==> src/rtl/irq_status_pkg.sv <==
`timescale 1ns/1ps
package irq_status_pkg;
  localparam int unsigned NUM_SRC = 4;

  localparam int unsigned SRC_RX_READY   = 0;
  localparam int unsigned SRC_RX_OVERRUN = 1;
  localparam int unsigned SRC_TX_READY   = 2;
  localparam int unsigned SRC_TX_UNDERRUN = 3;

  localparam int unsigned OFS_FLAGS    = 0;
  localparam int unsigned OFS_MASK     = 1;
  localparam int unsigned OFS_MASK_ON  = 2;
  localparam int unsigned OFS_MASK_OFF = 3;
  localparam int unsigned OFS_FLAG_CLR = 4;
  localparam int unsigned OFS_FLAG_SET = 5;

  typedef enum logic [2:0] {
    OP_IDLE,
    OP_MASK_ON,
    OP_MASK_OFF,
    OP_FLAG_CLR,
    OP_FLAG_SET
  } wr_op_e;
endpackage

==> src/rtl/irq_rst_sync.sv <==
`timescale 1ns/1ps
module irq_rst_sync #(
  parameter int unsigned STAGES = 2
) (
  input  logic clk,
  input  logic rst_n_in,
  output logic rst_n_out
);
  logic [STAGES-1:0] sync_q;

  always_ff @(posedge clk or negedge rst_n_in) begin
    if (!rst_n_in) sync_q <= '0;
    else           sync_q <= {sync_q[STAGES-2:0], 1'b1};
  end

  assign rst_n_out = sync_q[STAGES-1];
endmodule

==> src/rtl/irq_flag_bank.sv <==
`timescale 1ns/1ps
module irq_flag_bank #(
  parameter int unsigned N = 4
) (
  input  logic         clk,
  input  logic         rst_n,
  input  logic [N-1:0] ev,
  input  logic         set_en,
  input  logic         clr_en,
  input  logic [N-1:0] wr_bits,
  output logic [N-1:0] flags_d,
  output logic [N-1:0] flags_q
);
  logic upd_en;

  always_comb begin
    flags_d = flags_q;
    if (clr_en) flags_d = flags_d & ~wr_bits;
    if (set_en) flags_d = flags_d | wr_bits;
    flags_d = flags_d | ev;
    upd_en = clr_en | set_en | (|ev);
  end

  always_ff @(posedge clk or negedge rst_n) begin
    if (!rst_n)      flags_q <= '0;
    else if (upd_en) flags_q <= flags_d;
  end

  assert_event_sets_R2: assert property (@(posedge clk) disable iff (!rst_n)
    (|ev) |=> ((flags_q & $past(ev)) == $past(ev)));

  assert_flags_hold_R3: assert property (@(posedge clk) disable iff (!rst_n)
    (!set_en && !clr_en && ev == '0) |=> $stable(flags_q));

  assert_clear_R7: assert property (@(posedge clk) disable iff (!rst_n)
    (clr_en && !set_en && ev == '0) |=> ((flags_q & $past(wr_bits)) == '0));

  assert_force_R8: assert property (@(posedge clk) disable iff (!rst_n)
    set_en |=> ((flags_q & $past(wr_bits)) == $past(wr_bits)));

  assert_event_wins_R9: assert property (@(posedge clk) disable iff (!rst_n)
    (clr_en && |(ev & wr_bits)) |=> ((flags_q & $past(ev & wr_bits)) == $past(ev & wr_bits)));
endmodule

==> src/rtl/irq_mask_bank.sv <==
`timescale 1ns/1ps
module irq_mask_bank #(
  parameter int unsigned N = 4
) (
  input  logic         clk,
  input  logic         rst_n,
  input  logic         on_en,
  input  logic         off_en,
  input  logic [N-1:0] wr_bits,
  output logic [N-1:0] mask_d,
  output logic [N-1:0] mask_q
);
  logic upd_en;

  always_comb begin
    mask_d = mask_q;
    if (on_en)  mask_d = mask_d | wr_bits;
    if (off_en) mask_d = mask_d & ~wr_bits;
    upd_en = on_en | off_en;
  end

  always_ff @(posedge clk or negedge rst_n) begin
    if (!rst_n)      mask_q <= '0;
    else if (upd_en) mask_q <= mask_d;
  end

  assert_mask_on_R4: assert property (@(posedge clk) disable iff (!rst_n)
    on_en |=> ((mask_q & $past(wr_bits)) == $past(wr_bits)));

  assert_mask_on_keeps_R4: assert property (@(posedge clk) disable iff (!rst_n)
    (on_en && !off_en) |=> ((mask_q & ~$past(wr_bits)) == ($past(mask_q) & ~$past(wr_bits))));

  assert_mask_off_R5: assert property (@(posedge clk) disable iff (!rst_n)
    off_en |=> ((mask_q & $past(wr_bits)) == '0));

  assert_mask_hold_R5: assert property (@(posedge clk) disable iff (!rst_n)
    (!on_en && !off_en) |=> $stable(mask_q));
endmodule

==> src/rtl/irq_gate.sv <==
`timescale 1ns/1ps
module irq_gate #(
  parameter int unsigned N = 4
) (
  input  logic         clk,
  input  logic         rst_n,
  input  logic [N-1:0] flags_d,
  input  logic [N-1:0] mask_d,
  input  logic [N-1:0] flags_q,
  input  logic [N-1:0] mask_q,
  output logic         irq_q
);
  logic irq_d;
  logic unused_q;

  always_comb begin
    irq_d = |(flags_d & mask_d);
  end

  always_ff @(posedge clk or negedge rst_n) begin
    if (!rst_n) irq_q <= 1'b0;
    else        irq_q <= irq_d;
  end

  assign unused_q = ^{flags_q, mask_q};

  assert_irq_tracks_R6: assert property (@(posedge clk) disable iff (!rst_n)
    irq_q == (|(flags_q & mask_q)));

  assert_irq_holds_R7: assert property (@(posedge clk) disable iff (!rst_n)
    (|(flags_q & mask_q)) |-> irq_q);
endmodule

==> src/rtl/irq_status_unit.sv <==
`timescale 1ns/1ps
module irq_status_unit
  import irq_status_pkg::*;
#(
  parameter int unsigned ADDR_W = 4,
  parameter int unsigned DATA_W = 32
) (
  input  logic              clk,
  input  logic              rst_n,
  input  logic [ADDR_W-1:0] reg_addr,
  input  logic              reg_wr_en,
  input  logic [DATA_W-1:0] reg_wr_data,
  output logic [DATA_W-1:0] reg_rd_data,
  input  logic              ev_rx_ready,
  input  logic              ev_rx_overrun,
  input  logic              ev_tx_ready,
  input  logic              ev_tx_underrun,
  output logic              irq
);
  localparam int unsigned PAD_W = DATA_W - NUM_SRC;

  logic               rst_n_s;
  logic [NUM_SRC-1:0] ev_vec;
  logic [NUM_SRC-1:0] wr_bits;
  logic [NUM_SRC-1:0] flags_d, flags_q;
  logic [NUM_SRC-1:0] mask_d, mask_q;
  wr_op_e             op;
  logic               unused_hi;

  irq_rst_sync #(.STAGES(2)) u_rst_sync (
    .clk       (clk),
    .rst_n_in  (rst_n),
    .rst_n_out (rst_n_s)
  );

  always_comb begin
    ev_vec = '0;
    ev_vec[SRC_RX_READY]    = ev_rx_ready;
    ev_vec[SRC_RX_OVERRUN]  = ev_rx_overrun;
    ev_vec[SRC_TX_READY]    = ev_tx_ready;
    ev_vec[SRC_TX_UNDERRUN] = ev_tx_underrun;
  end

  assign wr_bits   = reg_wr_data[NUM_SRC-1:0];
  assign unused_hi = ^reg_wr_data[DATA_W-1:NUM_SRC];

  always_comb begin
    op = OP_IDLE;
    if (reg_wr_en) begin
      if      (reg_addr == ADDR_W'(OFS_MASK_ON))  op = OP_MASK_ON;
      else if (reg_addr == ADDR_W'(OFS_MASK_OFF)) op = OP_MASK_OFF;
      else if (reg_addr == ADDR_W'(OFS_FLAG_CLR)) op = OP_FLAG_CLR;
      else if (reg_addr == ADDR_W'(OFS_FLAG_SET)) op = OP_FLAG_SET;
    end
  end

  irq_flag_bank #(.N(NUM_SRC)) u_flags (
    .clk     (clk),
    .rst_n   (rst_n_s),
    .ev      (ev_vec),
    .set_en  (op == OP_FLAG_SET),
    .clr_en  (op == OP_FLAG_CLR),
    .wr_bits (wr_bits),
    .flags_d (flags_d),
    .flags_q (flags_q)
  );

  irq_mask_bank #(.N(NUM_SRC)) u_mask (
    .clk     (clk),
    .rst_n   (rst_n_s),
    .on_en   (op == OP_MASK_ON),
    .off_en  (op == OP_MASK_OFF),
    .wr_bits (wr_bits),
    .mask_d  (mask_d),
    .mask_q  (mask_q)
  );

  irq_gate #(.N(NUM_SRC)) u_gate (
    .clk     (clk),
    .rst_n   (rst_n_s),
    .flags_d (flags_d),
    .mask_d  (mask_d),
    .flags_q (flags_q),
    .mask_q  (mask_q),
    .irq_q   (irq)
  );

  always_comb begin
    if (reg_addr == ADDR_W'(OFS_FLAGS))     reg_rd_data = {{PAD_W{1'b0}}, flags_q};
    else if (reg_addr == ADDR_W'(OFS_MASK)) reg_rd_data = {{PAD_W{1'b0}}, mask_q};
    else                                    reg_rd_data = '0;
  end

  assert_ro_write_ignored_R10: assert property (@(posedge clk) disable iff (!rst_n_s)
    (reg_wr_en && (reg_addr == ADDR_W'(OFS_FLAGS) || reg_addr == ADDR_W'(OFS_MASK)) && ev_vec == '0)
      |=> ($stable(flags_q) && $stable(mask_q)));
endmodule

==> config.mk <==
export PLATFORM = sky130hd
export DESIGN_NAME = irq_status_unit
export DESIGN_NICKNAME = d
export VERILOG_FILES = /design/src/rtl/irq_status_pkg.sv /design/src/rtl/irq_rst_sync.sv /design/src/rtl/irq_flag_bank.sv /design/src/rtl/irq_mask_bank.sv /design/src/rtl/irq_gate.sv /design/src/rtl/irq_status_unit.sv
export SDC_FILE = /design/constraint.sdc
export NUM_CORES = 1
export LEC_CHECK = 0
export ABC_AREA = 1
export BUFFER_PORTS_ARGS = -buffer_cell sky130_fd_sc_hd__buf_4
export CAP_MARGIN = 20
export CORE_UTILIZATION = 25
export DETAILED_ROUTE_END_ITERATION = 10
export GPL_TIMING_DRIVEN = 0
export MAX_ROUTING_LAYER = met4
export SLEW_MARGIN = 20
export SYNTH_ARGS = -nofsm -noshare
export SYNTH_HDL_FRONTEND = slang
export SYNTH_SLANG_ARGS = --single-unit
==> constraint.sdc <==
create_clock -name clk -period 1.2 [get_ports clk]
set_input_delay 0.24 -clock clk [delete_from_list [all_inputs] [get_ports clk]]
set_output_delay 0.24 -clock clk [all_outputs]
set_load 0.03 [all_outputs]
==> flow_metrics.env, run 1 <==
export IMPL_status="finished with violations"
export IMPL_violations="setup timing"
export IMPL_via_per_inst=3.52
export IMPL_critPathLaunchType="primary input"
export IMPL_multi_input_area_um2=495
export IMPL_peakVddDrop_v=0.000571
export IMPL_drt_iter0_markers=11
export IMPL_die_x_um=62.3
export IMPL_drc=0
export IMPL_worstPathArrival_ps=1000
export IMPL_fillerInstances=377
export IMPL_crit_type="in2out"
export IMPL_layout_common_cells="44 x buf_4, 29 x nand2_1, 29 x conb_1"
export IMPL_gp_congestion=0.813
export IMPL_wl_per_cell_um=7.94
export IMPL_power_density_mw_per_mm2=858
export IMPL_die_area_mm2=0.00388
export IMPL_layout_setup_ws_ps=-43.7
export IMPL_cts_reportedPaths_clkPinSlew_ps=70
export IMPL_drt_first_pass_iters=4
export IMPL_power_w=0.00116
export IMPL_final_common_cell="buf_4"
export IMPL_path_max_fanout=4
export IMPL_port_buffers=18
export IMPL_fmax_mhz=804
export IMPL_placementRows=21
export IMPL_hold_violations=0
export IMPL_netlist_instances=130
export IMPL_critPathCaptureType="output pin"
export IMPL_post_route_util=0.394
export IMPL_hold_path_class="reg2async"
export IMPL_tns_ps=-127
export IMPL_grt_pass1_vias=654
export IMPL_yosysTopAreaCell="dfrtp_1"
export IMPL_area_delta_synth_final_pct=48.2
export IMPL_ys_ff_latch=11
export IMPL_finalClockSkew_ps=0.592
export IMPL_syn_area_um2=908
export IMPL_drv_cap=0
export IMPL_syn_avg_cell_area_um2=6.99
export IMPL_grt_total_usage=0.0980
export IMPL_fin_area_mm2=0.00135
export IMPL_yosysWarningCount=0
export IMPL_vias=806
export IMPL_rsz0062_at_grt="yes"
export IMPL_fin_crit_sh=1.04
export IMPL_grt_max_degree=10
export IMPL_period_needed_ps=1240
export IMPL_ys_types=18
export IMPL_detail_route_antenna_nets=0
export IMPL_htreeDepth=1
export IMPL_ff_latch_area_um2=275
export IMPL_routed_wl_mm=1.82
export IMPL_fin_hold_ws_ps=149
export IMPL_numCtsBuffers=3
export IMPL_cellLeakagePower_nw=0.776
export IMPL_io_pins=76
export IMPL_diodes=0
export IMPL_antenna_found_initial=0
export IMPL_die_height_um=62.3
export IMPL_root_buffer="clkbuf_4"
export IMPL_cts_buffer_depth=2
export IMPL_grt_pass1_wl_mm=2.85
export IMPL_clk_insertion_delay_late_ps=270
export IMPL_drv_slew=0
export IMPL_setup_viol=4
export IMPL_drive_gt1_frac=0.415
export IMPL_synthTopCellsByArea="dfrtp_1 30%, buf_4 24%, nand2_1 12%"
export IMPL_place_hpwl_mm=1.44
export IMPL_r2r_slack_ps=110
export IMPL_cp_data_required_time_ps=960
export IMPL_start_util=0.266
export IMPL_clock_sinks=11
export IMPL_ys_seq_area_frac=0.303
export IMPL_layout_nets=227
export IMPL_core_mm2=0.00342
export IMPL_place_area_mm2=0.00120
export IMPL_synth_top_cell_area_share=0.303
export IMPL_cts_tree="yes"
export IMPL_grt_ovfl_total=0
timing repair:
| action | CTS | global route |
|---|---|---|
| hold endpoints to repair | 2 | 0 |
| endpoints found under the setup margin | 4 | 5 |
| hold buffers | 1 | 0 |
| buffers inserted | 2 | 1 |
| resized for setup | 14 | 5 |
| pin swaps | 6 | 4 |
| cloned | 0 | 0 |
per-stage QoR:
stage / worst slack [ps] / instances
2_1_floorplan: -27.8 / 157
3_3_place_gp: -132 / 221
3_5_place_dp: -141 / 221
4_1_cts: -45.4 / 228
5_1_grt: -89.5 / 229
6_report: -43.7 / 229
flip-flops by register name, summed over array words and instances (netlist names):
signal / flops
u_gate.irq_q: 1
u_flags.flags_q: 4
u_mask.mask_q: 4
u_rst_sync.sync_q: 2
critical path, stage by stage:
cell     delay, ps
buf_8          100
nor2_4         190
nand3_4        150
o22ai_4        160
buf_6          150
cells in the mapped netlist:
library cell	count
o21bai_2	1
dfrtp_1	11
o22ai_1	3
nor2_4	1
nand3_2	2
nand3_1	6
o21ai_0	1
nand2_1	30
conb_1	2
buf_4	29
nand2_2	2
nor2_2	7
nor2_1	9
nand4_1	2
inv_2	1
o21bai_1	1
inv_1	20
a21oi_1	2
worst paths after layout:
| path | to | cells past startpoint | startpoint |
|---|---|---|---|
| worst max-delay path | reg_rd_data[3] | 5 | reg_addr[3] |
| worst min-delay path | u_mask.mask_q[2] | 0 | u_rst_sync.sync_q[1] |
| worst max register to register | u_gate.irq_q | 9 | u_flags.flags_q[0] |
| worst min register to register | u_mask.mask_q[2] | 0 | u_rst_sync.sync_q[1] |
| max in group asynchronous | u_gate.irq_q | 0 | u_rst_sync.sync_q[1] |
| min in group clk | u_flags.flags_q[2] | 3 | ev_tx_ready |
power by group:
part	switching [W]	internal, W	leakage, nW
sequential	0.0000185	0.000410	0.113
combinational	0.000288	0.000185	0.645
clock	0.000130	0.000124	0.0177
cells by family (layout without fill, tap and decap cells):
family | Yosys count | after routing | synth area share
buf+inv | 50 | 76 | 0.326
compound gates | 8 | 8 | 0.0579
simple gates | 59 | 59 | 0.304
flops | 11 | 11 | 0.303
other cells | 2 | 29 | 0.00827
routing by layer:
layer,up-vias,global-route usage,part of all wire,routed length (um)
met1,335,0.113,0.45,820
li1,443,-,-,-
met4,0,0.0523,0.016,29
met5,-,-,0,0
met3,4,0.0202,0.047,86
met2,24,0.159,0.49,883
cell type report:
class,count,area share
well taps,46,0.0428
clock buffers,3,0.0167
repair buffers,22,0.144
flip-flops and latches,11,0.204
plain buffers,29,0.162
multi-input cells,96,0.368
clock inverters,1,0.00372
inverters,21,0.0586
(Power assumes the default switching activity.)
==> run 2: changes to the inputs <==
- CORE_MARGIN: unset -> 2
- SYNTH_HIERARCHICAL: unset -> 1
==> flow_metrics.env, run 2 <==
export IMPL_top_regs="u_flags/flags_q (4), u_mask/mask_q (4), u_rst_sync/sync_q (2)"
export IMPL_diodes=0
export IMPL_root_buffer="clkbuf_4"
export IMPL_core_mm2=0.00328
export IMPL_clk_insertion_delay_late_ps=260
export IMPL_port_buffers=19
export IMPL_drt_first_pass_iters=4
export IMPL_numCtsBuffers=3
export IMPL_place_area_mm2=0.00114
export IMPL_finalClockSkew_ps=5.81
export IMPL_netlist_instances=123
export IMPL_setup_viol=0
export IMPL_tns_ps=0
export IMPL_die_area_mm2=0.00385
export IMPL_synth_commonest_cells="44 x nand2_1, 28 x buf_4, 15 x inv_1"
export IMPL_cts_reportedPaths_clkPinSlew_ps=70
export IMPL_clock_sinks=11
export IMPL_syn_avg_cell_area_um2=6.86
export IMPL_layout_common_cells="44 x nand2_1, 44 x buf_4, 29 x conb_1"
export IMPL_placementRows=21
export IMPL_ys_seq_area_frac=0.326
export IMPL_cts_buffer_depth=2
export IMPL_grt_pass1_vias=594
export IMPL_ys_types=14
export IMPL_grt_pass1_wl_mm=2.61
export IMPL_htreeDepth=1
export IMPL_multi_input_area_um2=424
export IMPL_hold_path_class="reg2async"
export IMPL_critPathCaptureType="output pin"
export IMPL_fmax_mhz=848
export IMPL_ff_latch_area_um2=275
export IMPL_fin_crit_sh=0.983
export IMPL_layout_nets=219
export IMPL_hold_violations=0
export IMPL_start_util=0.257
export IMPL_p_int_w=0.000697
export IMPL_synth_top_cell_area_share=0.326
export IMPL_die_height_um=62.1
export IMPL_drv_slew=0
export IMPL_path_max_fanout=2
export IMPL_die_x_um=62.1
export IMPL_grt_total_usage=0.0994
export IMPL_post_route_util=0.376
export IMPL_fin_area_mm2=0.00124
export IMPL_yosysWarningCount=6
export IMPL_detail_route_antenna_nets=0
export IMPL_antenna_found_initial=0
export IMPL_area_delta_synth_final_pct=46.6
export IMPL_synth_edf_count=0
export IMPL_power_density_mw_per_mm2=894
export IMPL_cp_data_required_time_ps=960
export IMPL_critPathLaunchType="register"
export IMPL_drt_iter0_markers=24
export IMPL_drv_cap=0
export IMPL_io_pins=76
export IMPL_netSwitchingFraction=0.369
export IMPL_drive_gt1_frac=0.354
export IMPL_startpoint="u_flags/flags_q[1]"
export IMPL_vias=740
export IMPL_rsz0062_at_grt="yes"
export IMPL_drc=0
export IMPL_cts_tree="yes"
export IMPL_crit_type="reg2out"
export IMPL_fillerInstances=371
export IMPL_pwr_share_seq=0.391
export IMPL_place_hpwl_mm=1.42
export IMPL_syn_area_um2=843
export IMPL_routed_wl_mm=1.70
export IMPL_grt_ovfl_total=0
export IMPL_wl_per_cell_um=7.69
export IMPL_p_sw_w=0.000408
export IMPL_via_per_inst=3.35
export IMPL_yosysTopAreaCell="dfrtp_1"
export IMPL_period_needed_ps=1180
export IMPL_yosysMostFrequentCell="nand2_1"
export IMPL_synthTopCellsByArea="dfrtp_1 33%, buf_4 25%, nand2_1 20%"
export IMPL_gp_congestion=0.738
export IMPL_power_frac_comb=0.383
export IMPL_peakVddDrop_v=0.000603
export IMPL_grt_max_degree=10
export IMPL_clockPowerShare=0.225
export IMPL_status="completed"
export IMPL_r2r_start="u_flags/flags_q[2]"
export IMPL_ys_ff_latch=11
export IMPL_ys_async_sr_fraction=1.00
export IMPL_cellLeakagePower_nw=0.722
export IMPL_worstPathArrival_ps=940
export IMPL_synthFlopType="dfrtp_1"
## run 2: changes by cell type after synthesis, sizes merged, moves of 2 or more
cell	before	now
nor3	0	2
inv	21	18
o22ai	3	0
nor2	17	5
a21oi	2	4
nand4	2	0
o21bai	2	0
nand2	32	44
## run 2: kinds of logic (layout without fill, tap and decap cells)
| family | count (synthesis) | count (layout) | synth area share |
|---|---|---|---|
| DFF | 11 | 11 | 0.326 |
| other | 2 | 29 | 0.00891 |
| AOI/OAI and AO/OA | 4 | 4 | 0.0282 |
| buffers and inverters | 46 | 71 | 0.329 |
| and+or+nand+nor | 60 | 60 | 0.307 |
## run 2: critical path, stage by stage, from the launching register on
cell     delay [ps]
dfrtp_1         400
nand3_1          90
nand2_1          60
buf_6           130
## run 2: metrics by stage
step	std cells	hold slack [ps]	worst slack, ps	power [W]
finish	221	159	20.2	0.00110
global route	221	150	-66.1	0.00122
CTS	220	153	-1.79	0.00112
detailed placement	215	23.7	-430	0.000844
global placement	215	23.6	-415	0.000840
floorplan	150	-55.6	10.5	0.000753
## run 2: power groups by stage
stage / Sequential, W / Combinational [W] / Clock (W)
2_1_floorplan: 0.000438 / 0.000315 / 0
3_3_place_gp: 0.000440 / 0.000400 / 0
3_5_place_dp: 0.000441 / 0.000403 / 0
4_1_cts: 0.000434 / 0.000414 / 0.000267
5_1_grt: 0.000439 / 0.000477 / 0.000301
6_report: 0.000432 / 0.000423 / 0.000249
## run 2: what timing repair did
action | 4_1_cts | 5_1_grt
gates resized for setup | 7 | 4
endpoints found under the setup margin | 5 | 5
pin swaps | 0 | 2
buffers inserted | 0 | 1
hold buffers | 1 | 0
endpoints found under the hold margin | 2 | 0
## run 2: worst paths after layout
| kind | endpoint | slack (ps) | cells past startpoint |
|---|---|---|---|
| hold reg to reg | u_flags/flags_q[0] | 160 | 0 |
| setup reg to reg | u_gate/irq_q | 270 | 7 |
| min in group clk | u_flags/flags_q[0] | 160 | 3 |
| hold / removal | u_flags/flags_q[0] | 160 | 0 |
| setup / recovery | reg_rd_data[1] | 20 | 3 |
| max in group asynchronous | u_flags/flags_q[3] | 750 | 0 |
## run 2: area by class of cell
type,instances,area share
buffer,28,0.170
clock buffer,4,0.0213
inverter,18,0.0547
multi-input combinational,93,0.343
sequential,11,0.223
tap,46,0.0466
timing repair buffer,21,0.142
## run 2: routing by layer
layer  track usage  part of all wire  vias to the layer above
li1              -                 -                      411
met1         0.120              0.45                      295
met2         0.146              0.45                       32
met3        0.0331             0.092                        2
met4        0.0517            0.0088                        0
met5             -                 0                        -
==> run 3: changes to the inputs <==
- SYNTH_HIERARCHICAL: 1 -> unset
==> flow_metrics.env, run 3 (synthesis gave the netlist of run 1 again) <==
export IMPL_layout_common_cells="45 x buf_4, 29 x conb_1, 28 x nand2_1"
export IMPL_routed_wl_mm=1.95
export IMPL_drt_iter0_markers=27
export IMPL_via_per_inst=3.48
export IMPL_numCtsBuffers=3
export IMPL_drive_gt1_frac=0.427
export IMPL_fillerInstances=364
export IMPL_ff_latch_area_um2=275
export IMPL_htreeDepth=1
export IMPL_post_route_util=0.399
export IMPL_finalClockSkew_ps=1.61
export IMPL_power_w=0.00118
export IMPL_start_util=0.266
export IMPL_fmax_mhz=813
export IMPL_die_x_um=64.3
export IMPL_crit_family="simple AND/OR/NAND/NOR gates"
export IMPL_fin_crit_sh=1.03
export IMPL_cts_tree="yes"
export IMPL_diodes=0
export IMPL_slowest_stage="nor2_4"
export IMPL_place_hpwl_mm=1.46
export IMPL_cts_buffer_depth=2
export IMPL_grt_ovfl_total=0
export IMPL_violations="setup timing"
export IMPL_hold_path_class="reg2async"
export IMPL_area_delta_synth_final_pct=50.1
export IMPL_detail_route_antenna_nets=0
export IMPL_drv_slew=0
export IMPL_grt_pass1_wl_mm=3.21
export IMPL_power_density_mw_per_mm2=868
export IMPL_die_height_um=64.3
export IMPL_final_common_cell="buf_4"
export IMPL_core_mm2=0.00342
export IMPL_antenna_found_initial=0
export IMPL_period_needed_ps=1230
export IMPL_worstPathArrival_ps=990
export IMPL_placementRows=21
export IMPL_rsz0062_at_grt="yes"
export IMPL_cp_data_required_time_ps=960
export IMPL_setup_viol=4
export IMPL_grt_pass1_vias=711
export IMPL_drc=0
export IMPL_crit_type="in2out"
export IMPL_drt_first_pass_iters=4
export IMPL_critPathLaunchType="primary input"
export IMPL_top_regs="u_flags.flags_q (4), u_mask.mask_q (4), u_rst_sync.sync_q (2)"
export IMPL_critPathCaptureType="output pin"
export IMPL_root_buffer="clkbuf_4"
export IMPL_critPathBufInv=2
export IMPL_cellLeakagePower_nw=0.780
export IMPL_wl_per_cell_um=8.42
export IMPL_clk_insertion_delay_late_ps=270
export IMPL_cts_reportedPaths_clkPinSlew_ps=70
export IMPL_grt_total_usage=0.106
export IMPL_peakVddDrop_v=0.000421
export IMPL_critical_path_cell_chain="buf_8 > nor2_4 > nand2_4 > o22ai_2 > buf_6"
export IMPL_fin_area_mm2=0.00136
export IMPL_path_max_fanout=4
export IMPL_layout_nets=229
export IMPL_grt_max_degree=10
export IMPL_vias=804
export IMPL_port_buffers=18
export IMPL_io_pins=76
export IMPL_gp_congestion=0.809
export IMPL_drv_cap=0
export IMPL_place_area_mm2=0.00120
export IMPL_die_area_mm2=0.00413
export IMPL_hold_violations=0
export IMPL_critical_path_max_stage_delay_ps=190
export IMPL_status="finished with violations"
export IMPL_clock_sinks=11
export IMPL_multi_input_area_um2=495
export IMPL_layout_setup_ws_ps=-30.7
-- run 3: per-stage QoR --
| stage | hold WS, ps | worst slack (ps) | instances | TNS [ps] |
|---|---|---|---|---|
| finish | 159 | -30.7 | 231 | -110 |
| global route | 158 | -87.8 | 231 | -361 |
| detailed placement | 23.5 | -122 | 221 | -490 |
| global placement | 23.6 | -150 | 221 | -571 |
| CTS | 162 | -34.0 | 230 | -101 |
| floorplan | -55.6 | -27.8 | 157 | -83.3 |
-- run 3: final cells by class --
cell class,instances,share of cell area
Multi-Input combinational cell,96,0.363
Inverter,21,0.0578
Clock buffer,4,0.0193
Tap cell,46,0.0422
Sequential cell,11,0.202
Timing Repair Buffer,24,0.156
Buffer,29,0.160
-- run 3: where the power goes --
part	switching [W]	leakage (nW)	internal, W
combinational	0.000296	0.653	0.000198
clock	0.000131	0.0150	0.000129
sequential	0.0000202	0.113	0.000410
total	0.000447	0.780	0.000737
-- run 3: per-layer routing --
layer | track usage | vias up | routed length (um)
li1 | - | 448 | -
met1 | 0.127 | 319 | 879
met2 | 0.159 | 32 | 852
met3 | 0.0299 | 5 | 169
met4 | 0.0638 | 0 | 44
met5 | - | - | 0
-- run 3: repair_timing --
| item | in CTS | in global routing |
|---|---|---|
| resized for setup | 20 | 2 |
| hold buffers | 1 | 0 |
| endpoints found under the setup margin | 4 | 5 |
| hold endpoints to repair | 2 | 0 |
| buffers inserted | 4 | 1 |
| pin swaps | 7 | 2 |
-- run 3: worst paths after layout --
check	slack [ps]	end	startpoint	cells past startpoint
max in group asynchronous	760	u_flags.flags_q[1]	u_rst_sync.sync_q[1]	0
min reg2reg	160	u_gate.irq_q	u_rst_sync.sync_q[1]	0
min in group clk	160	u_flags.flags_q[3]	ev_tx_underrun	3
max reg2reg	70	u_gate.irq_q	u_flags.flags_q[1]	9
max	-30	reg_rd_data[3]	reg_addr[2]	5
min	160	u_gate.irq_q	u_rst_sync.sync_q[1]	0
